[config.mk]
export PLATFORM = sky130hd
export DESIGN_NAME = odr_unit
export DESIGN_NICKNAME = d
export VERILOG_FILES = /design/src/rtl/odr_pkg.sv /design/src/rtl/odr_prescaler.sv /design/src/rtl/odr_pin_detect.sv /design/src/rtl/odr_flag_cell.sv /design/src/rtl/odr_unit.sv
export SDC_FILE = /design/constraint.sdc
export NUM_CORES = 1
export LEC_CHECK = 0
export BUFFER_PORTS_ARGS = -buffer_cell sky130_fd_sc_hd__buf_2
export CAP_MARGIN = 20
export CORE_MARGIN = 2
export CORE_UTILIZATION = 50
export DETAILED_ROUTE_END_ITERATION = 8
export PLACE_DENSITY = 0.76
export SETUP_SLACK_MARGIN = 0.1
export SKIP_LAST_GASP = 1
export SLEW_MARGIN = 5
export SYNTH_ARGS = -nofsm -noshare
export SYNTH_HDL_FRONTEND = slang
export SYNTH_HIERARCHICAL = 1
export SYNTH_SLANG_ARGS = --single-unit
export TNS_END_PERCENT = 1
[constraint.sdc]
create_clock -name clk -period 2.1 [get_ports clk]
set_clock_uncertainty 0.1 [all_clocks]
set_input_delay 0.105 -clock clk [delete_from_list [all_inputs] [get_ports clk]]
set_output_delay 0.105 -clock clk [all_outputs]
set_load 0.01 [all_outputs]
[src/rtl/odr_pkg.sv]
package odr_pkg;
  typedef enum logic [1:0] {
    TRIG_FALL   = 2'b00,
    TRIG_LOW_D1 = 2'b01,
    TRIG_LOW_D2 = 2'b10,
    TRIG_LOW_D3 = 2'b11
  } trig_mode_e;

  localparam logic ADDR_MODE = 1'b0;
  localparam logic ADDR_FLAG = 1'b1;
endpackage

[src/rtl/odr_prescaler.sv]
module odr_prescaler #(
  parameter int DIV1 = 8,
  parameter int DIV2 = 16,
  parameter int DIV3 = 128
) (
  input  logic       clk,
  input  logic       rst_n,
  output logic [2:0] tick
);
  localparam int CW = $clog2(DIV3);

  logic [CW-1:0] cnt_q;

  always_ff @(posedge clk) begin
    if (!rst_n) cnt_q <= '0;
    else        cnt_q <= cnt_q + 1'b1;
  end

  // one strobe per divider: low bits of the shared counter all ones
  for (genvar k = 0; k < 3; k++) begin : g_tick
    localparam int LW = (k == 0) ? $clog2(DIV1) :
                        (k == 1) ? $clog2(DIV2) : $clog2(DIV3);
    assign tick[k] = &cnt_q[LW-1:0];
  end
endmodule

[src/rtl/odr_pin_detect.sv]
module odr_pin_detect
  import odr_pkg::*;
#(
  parameter int LOW_RUN = 16
) (
  input  logic       clk,
  input  logic       rst_n,
  input  logic       pin_async_n,
  input  logic [1:0] mode,
  input  logic [2:0] tick,
  output logic       trig,
  output logic       hi_sample,
  output logic       level_mode
);
  localparam int RW = $clog2(LOW_RUN + 1);

  logic          s1_q, s2_q, prev_q;
  logic [RW-1:0] run_q;
  logic          sel_tick;
  logic          fall;

  // two-flop synchroniser plus history bit; idle level is high
  always_ff @(posedge clk) begin
    if (!rst_n) begin
      s1_q   <= 1'b1;
      s2_q   <= 1'b1;
      prev_q <= 1'b1;
    end else begin
      s1_q   <= pin_async_n;
      s2_q   <= s1_q;
      prev_q <= s2_q;
    end
  end

  always_comb begin
    case (trig_mode_e'(mode))
      TRIG_LOW_D1: sel_tick = tick[0];
      TRIG_LOW_D2: sel_tick = tick[1];
      TRIG_LOW_D3: sel_tick = tick[2];
      default:     sel_tick = 1'b0;
    endcase
  end

  assign level_mode = (trig_mode_e'(mode) != TRIG_FALL);
  assign fall       = prev_q & ~s2_q;

  // consecutive-low counter, saturating at LOW_RUN
  always_ff @(posedge clk) begin
    if (!rst_n || !level_mode) begin
      run_q <= '0;
    end else if (sel_tick) begin
      if (s2_q)                      run_q <= '0;
      else if (run_q != RW'(LOW_RUN)) run_q <= run_q + 1'b1;
    end
  end

  assign trig      = level_mode ? (run_q == RW'(LOW_RUN)) : fall;
  assign hi_sample = level_mode & sel_tick & s2_q;
endmodule

[src/rtl/odr_flag_cell.sv]
module odr_flag_cell (
  input  logic clk,
  input  logic rst_n,
  input  logic trig,
  input  logic level_mode,
  input  logic hi_sample,
  input  logic rd_hit,
  input  logic wr_hit,
  input  logic wr_bit,
  output logic flag,
  output logic high_seen
);
  logic armed_q;
  logic clr_ok;

  // a read that returns 1 arms the bit; any flag-word write disarms it
  always_ff @(posedge clk) begin
    if (!rst_n)                armed_q <= 1'b0;
    else if (wr_hit)           armed_q <= 1'b0;
    else if (rd_hit && flag)   armed_q <= 1'b1;
  end

  always_ff @(posedge clk) begin
    if (!rst_n || trig)   high_seen <= 1'b0;
    else if (!flag)       high_seen <= 1'b0;
    else if (hi_sample)   high_seen <= 1'b1;
  end

  assign clr_ok = wr_hit & ~wr_bit & armed_q & (~level_mode | high_seen);

  // a fresh trigger beats a clear in the same cycle
  always_ff @(posedge clk) begin
    if (!rst_n)      flag <= 1'b0;
    else if (trig)   flag <= 1'b1;
    else if (clr_ok) flag <= 1'b0;
  end
endmodule

[src/rtl/odr_unit.sv]
module odr_unit
  import odr_pkg::*;
#(
  parameter int NPIN    = 3,
  parameter int DW      = 16,
  parameter int DIV1    = 8,
  parameter int DIV2    = 16,
  parameter int DIV3    = 128,
  parameter int LOW_RUN = 16
) (
  input  logic            clk,
  input  logic            rst_n,
  input  logic            bus_addr,
  input  logic            bus_wr,
  input  logic            bus_rd,
  input  logic [DW-1:0]   bus_wdata,
  output logic [DW-1:0]   bus_rdata,
  input  logic [NPIN-1:0] pin_n,
  output logic            hiz_req
);
  localparam int FIELD_LSB = 2;

  logic [1:0]      mode_q [NPIN];
  logic [2:0]      tick;
  logic [NPIN-1:0] flag_q;
  logic [NPIN-1:0] trig_w;
  logic [NPIN-1:0] hi_w;
  logic [NPIN-1:0] lvl_w;
  logic [NPIN-1:0] seen_w;
  logic [DW-1:0]   mode_word;
  logic            mode_wr, flag_wr, flag_rd;

  assign mode_wr = bus_wr & (bus_addr == ADDR_MODE);
  assign flag_wr = bus_wr & (bus_addr == ADDR_FLAG);
  assign flag_rd = bus_rd & (bus_addr == ADDR_FLAG);

  odr_prescaler #(.DIV1(DIV1), .DIV2(DIV2), .DIV3(DIV3)) u_pre (
    .clk (clk),
    .rst_n (rst_n),
    .tick (tick)
  );

  for (genvar i = 0; i < NPIN; i++) begin : g_pin
    always_ff @(posedge clk) begin
      if (!rst_n)       mode_q[i] <= TRIG_FALL;
      else if (mode_wr) mode_q[i] <= bus_wdata[FIELD_LSB + 2*i +: 2];
    end

    odr_pin_detect #(.LOW_RUN(LOW_RUN)) u_det (
      .clk         (clk),
      .rst_n       (rst_n),
      .pin_async_n (pin_n[i]),
      .mode        (mode_q[i]),
      .tick        (tick),
      .trig        (trig_w[i]),
      .hi_sample   (hi_w[i]),
      .level_mode  (lvl_w[i])
    );

    odr_flag_cell u_flag (
      .clk        (clk),
      .rst_n      (rst_n),
      .trig       (trig_w[i]),
      .level_mode (lvl_w[i]),
      .hi_sample  (hi_w[i]),
      .rd_hit     (flag_rd),
      .wr_hit     (flag_wr),
      .wr_bit     (bus_wdata[i]),
      .flag       (flag_q[i]),
      .high_seen  (seen_w[i])
    );
  end

  always_comb begin
    mode_word = '0;
    for (int i = 0; i < NPIN; i++) mode_word[FIELD_LSB + 2*i +: 2] = mode_q[i];
  end

  always_comb begin
    bus_rdata = '0;
    if (bus_rd) begin
      if (bus_addr == ADDR_FLAG) bus_rdata[NPIN-1:0] = flag_q;
      else                       bus_rdata = mode_word;
    end
  end

  assign hiz_req = |flag_q;
endmodule

==> impl_metrics.env <==
export IMPL_run_status="finished, final reports clean"
export IMPL_drtPass1Iterations=4
export IMPL_worst_endpoint_required_ns=2.23
export IMPL_whs_ns=0.0123
export IMPL_final_setup_viol_count=0
export IMPL_internal_power_mw=1.44
export IMPL_worst_setup_hold_path_clk_slew_ns=0.08
export IMPL_powerDensity_nw_per_um2=664
export IMPL_routed_via_density=5.32
export IMPL_dieHeight_um=71.5
export IMPL_yosysSeqAreaShare=0.431
export IMPL_grt_pass1_vias=1700
export IMPL_detailed_place_hpwl_mm=3.04
export IMPL_fin_setup_tns_ns=0
export IMPL_htree_num_levels=2
export IMPL_unrepaired_setup_endpoints_after_global_routing="true"
export IMPL_worst_setup_path_end_kind="flop"
export IMPL_die_w_um=71.5
export IMPL_number_of_antenna_repair_diodes=0
export IMPL_share_clk_of_total_power=0.410
export IMPL_io_pins=41
export IMPL_achievable_frequency_mhz=488
export IMPL_final_net_count=326
export IMPL_combPwrFrac=0.074
export IMPL_hp_class="input port to flop"
export IMPL_detailroute_via_count=1845
export IMPL_finalHoldViolations=0
export IMPL_number_of_instances_in_the_synthesized_netlist=248
export IMPL_worst_endpoint_arrival_ns=2.18
export IMPL_synthDistinctLibCells=32
export IMPL_final_area_um2=2740
export IMPL_r2r_start="u_pre/cnt_q[0]$_SDFF_PN0_"
export IMPL_maximum_number_of_pins_on_one_net_before_global_route_repair=18
export IMPL_post_synthesis_to_final_layout_area_growth_pct=20.4
export IMPL_antenna_violations_before_repair=0
export IMPL_dieArea_um2=5110
export IMPL_clk_latency_ns=0.30
export IMPL_yosysWarnings=6
export IMPL_critical_path_peak_fanout=3
export IMPL_maximum_vdd_drop_mv=0.356
export IMPL_cts_root_buf="sky130_fd_sc_hd__clkbuf_8"
export IMPL_timing_hold_worst_endpoint="mode_q[1][0]$_SDFFCE_PN0P_"
export IMPL_power_total_mw=1.82
export IMPL_share_seq_of_total_power=0.516
export IMPL_fp_coreArea_um2=4380
export IMPL_dominantRegCellSynth="sky130_fd_sc_hd__dfxtp_1"
export IMPL_1st_iter_drt_viols=64
export IMPL_detail_route_antenna_nets=0
export IMPL_grt_first_pass_wirelength_mm=7.33
export IMPL_crit_path_start_kind="flop"
export IMPL_initial_utilization=0.520
export IMPL_layout_drive_gt1_share=0.193
export IMPL_reg2reg_setup_slack_ns=0.05
export IMPL_fp_row_count=24
export IMPL_criticalPathCategory="flop to flop"
export IMPL_clock_tree_from_tritoncts="yes"
export IMPL_clock_sinks=46
export IMPL_final_util=0.626
export IMPL_routed_wirelength_mm=4.32
export IMPL_setup_worst_path_start="u_pre/cnt_q[0]$_SDFF_PN0_"
export IMPL_grt_usage=0.180
export IMPL_remaining_drc_errors=0
export IMPL_capturing_point_of_the_worst_reg2reg_path="g_pin[2].u_det/run_q[3]$_SDFFE_PP0P_"
export IMPL_maxSlewViolCount=0
export IMPL_placed_area_um2=2490
export IMPL_syn_cell_area_um2=2280
export IMPL_power_leakage_nw=1.10
export IMPL_worst_hold_path_num_cells=2
export IMPL_asyncSetResetFlopFracSynth=0
export IMPL_avg_cell_area_syn_um2=9.19
export IMPL_gpl_final_weighted_congestion=0.871
export IMPL_global_route_overflow_total=0
export IMPL_cap_viol_max_count=0
export IMPL_cts_inserted_buffers=5
export IMPL_synth_edff_count=6
export IMPL_clock_tree_buffer_depth=2
export IMPL_synth_ff_latch_count=46
export IMPL_share_of_the_clock_period_used_by_the_worst_path_after_layout=0.976
export IMPL_drt_wirelength_per_cell_um=12.4
export IMPL_final_period_minus_worst_setup_slack_ns=2.05
export IMPL_rr_worst_depth=8
export IMPL_sw_frac_of_total=0.210
export IMPL_fillCellCount=379
export IMPL_min_delay_start="bus_wdata[4]"
export IMPL_io_buffer_count=24
export IMPL_total_switching_power_mw=0.383
## cell families (layout without fill, tap and decap cells)
logic type / after synthesis / in the layout / share of synthesized area
flip-flops: 46 / 46 / 0.431
adder cells (fa/ha/maj): 8 / 8 / 0.0439
other: 1 / 8 / 0.00165
AND/OR/NAND/NOR: 109 / 109 / 0.293
AO/OA/AOI/OAI: 49 / 49 / 0.116
XOR/XNOR: 2 / 2 / 0.00769
multiplexers: 12 / 12 / 0.0593
buffers and inverters: 21 / 61 / 0.0478
## cell type report
cell class | count | area, um2 | share of cell area
inverters | 10 | 37.5 | 0.0137
clock buffers | 7 | 108 | 0.0392
repair buffers | 43 | 283 | 0.103
clock inverters | 1 | 30.0 | 0.0109
multi-input cells | 188 | 1240 | 0.451
well taps | 52 | 65.1 | 0.0237
flip-flops and latches | 46 | 983 | 0.358
## through the flow
| stage | std cells | setup WS, ns |
|---|---|---|
| after floorplan | 255 | 0.0316 |
| after global placement | 327 | -0.000741 |
| after detailed placement | 327 | -0.0358 |
| after CTS | 347 | 0.0290 |
| after global routing | 347 | -0.0299 |
| final | 347 | 0.0496 |
## registers in the layout (all words and copies together), names as in the netlist
register	cells
g_pin.u_det/prev_q	3
g_pin.u_det/run_q	15
g_pin.u_det/s1_q	3
g_pin.u_det/s2_q	3
g_pin.u_flag/armed_q	3
g_pin.u_flag/flag	3
g_pin.u_flag/high_seen	3
mode_q	6
u_pre/cnt_q	7
## metal layers
metal,track usage,wire [um],share of wire,vias up
met5,0,0,0,-
li1,-,-,-,953
met4,0.0566,49,0.011,0
met1,0.231,2090,0.48,849
met3,0.0436,171,0.040,7
met2,0.300,2010,0.46,36
## critical path, stage by stage, from the launching register on
cell and delay (ns):
sky130_fd_sc_hd__dfxtp_2 0.36, sky130_fd_sc_hd__ha_4 0.13, sky130_fd_sc_hd__and3_4 0.17, sky130_fd_sc_hd__and3_4 0.18
sky130_fd_sc_hd__and2_4 0.15, sky130_fd_sc_hd__mux2i_1 0.08, sky130_fd_sc_hd__mux2_4 0.28, sky130_fd_sc_hd__or4_1 0.40
sky130_fd_sc_hd__a21oi_1 0.14
## power by group through the flow
stage | logic [mW] | registers (mW) | clock network, mW
2_1_floorplan | 0.0864 | 0.952 | 0
6_report | 0.135 | 0.941 | 0.747
3_5_place_dp | 0.121 | 0.962 | 0
3_3_place_gp | 0.120 | 0.960 | 0
4_1_cts | 0.135 | 0.941 | 0.768
5_1_grt | 0.150 | 0.946 | 0.802
## what timing repair did
| item | in CTS | in global routing |
|---|---|---|
| pin swaps | 12 | 3 |
| hold endpoints to repair | 8 | 0 |
| setup endpoints to repair | 6 | 17 |
| setup buffers | 4 | 0 |
| hold buffers | 8 | 0 |
| resized for setup | 2 | 5 |
## cell usage in the layout, fill, tap and decap left out, types with 8 or more instances in the layout
cell type / count
sky130_fd_sc_hd__dfxtp_1: 38
sky130_fd_sc_hd__buf_2: 24
sky130_fd_sc_hd__and2_1: 20
sky130_fd_sc_hd__a21oi_1: 18
sky130_fd_sc_hd__o21ai_0: 17
sky130_fd_sc_hd__nand2b_1: 14
sky130_fd_sc_hd__nor2_1: 13
sky130_fd_sc_hd__nand3_1: 13
sky130_fd_sc_hd__nand2_1: 12
sky130_fd_sc_hd__buf_4: 11
sky130_fd_sc_hd__inv_1: 10
sky130_fd_sc_hd__conb_1: 8
sky130_fd_sc_hd__dlygate4sd3_1: 8
## how the worst max path moves through the flow
stage,endpoint,slack [ns],cells past startpoint
2_1_floorplan,g_pin[1].u_det/run_q[4]$_SDFFE_PP0P_,0.03,8
3_3_place_gp,g_pin[1].u_det/run_q[3]$_SDFFE_PP0P_,-0.0007,8
3_5_place_dp,g_pin[1].u_det/run_q[4]$_SDFFE_PP0P_,-0.04,8
4_1_cts,g_pin[1].u_det/run_q[4]$_SDFFE_PP0P_,0.03,8
5_1_grt,g_pin[1].u_det/run_q[3]$_SDFFE_PP0P_,-0.03,8
6_report,g_pin[2].u_det/run_q[3]$_SDFFE_PP0P_,0.05,8
## synth_stat cells, types with 6 or more instances
cell,n,area share
sky130_fd_sc_hd__nand3_1,13,0.029
sky130_fd_sc_hd__or4_1,6,0.020
sky130_fd_sc_hd__nor2b_1,6,0.016
sky130_fd_sc_hd__o21ai_0,22,0.048
sky130_fd_sc_hd__dfxtp_1,40,0.35
sky130_fd_sc_hd__nand2b_1,14,0.038
sky130_fd_sc_hd__a31oi_1,6,0.016
sky130_fd_sc_hd__and2_1,21,0.058
sky130_fd_sc_hd__nand2_1,12,0.020
sky130_fd_sc_hd__edfxtp_1,6,0.079
sky130_fd_sc_hd__ha_1,8,0.044
sky130_fd_sc_hd__nor2_1,13,0.021
sky130_fd_sc_hd__inv_1,10,0.016
sky130_fd_sc_hd__buf_4,8,0.026
sky130_fd_sc_hd__mux2i_1,9,0.040
sky130_fd_sc_hd__a21oi_1,18,0.040
(Power assumes the default switching activity.)
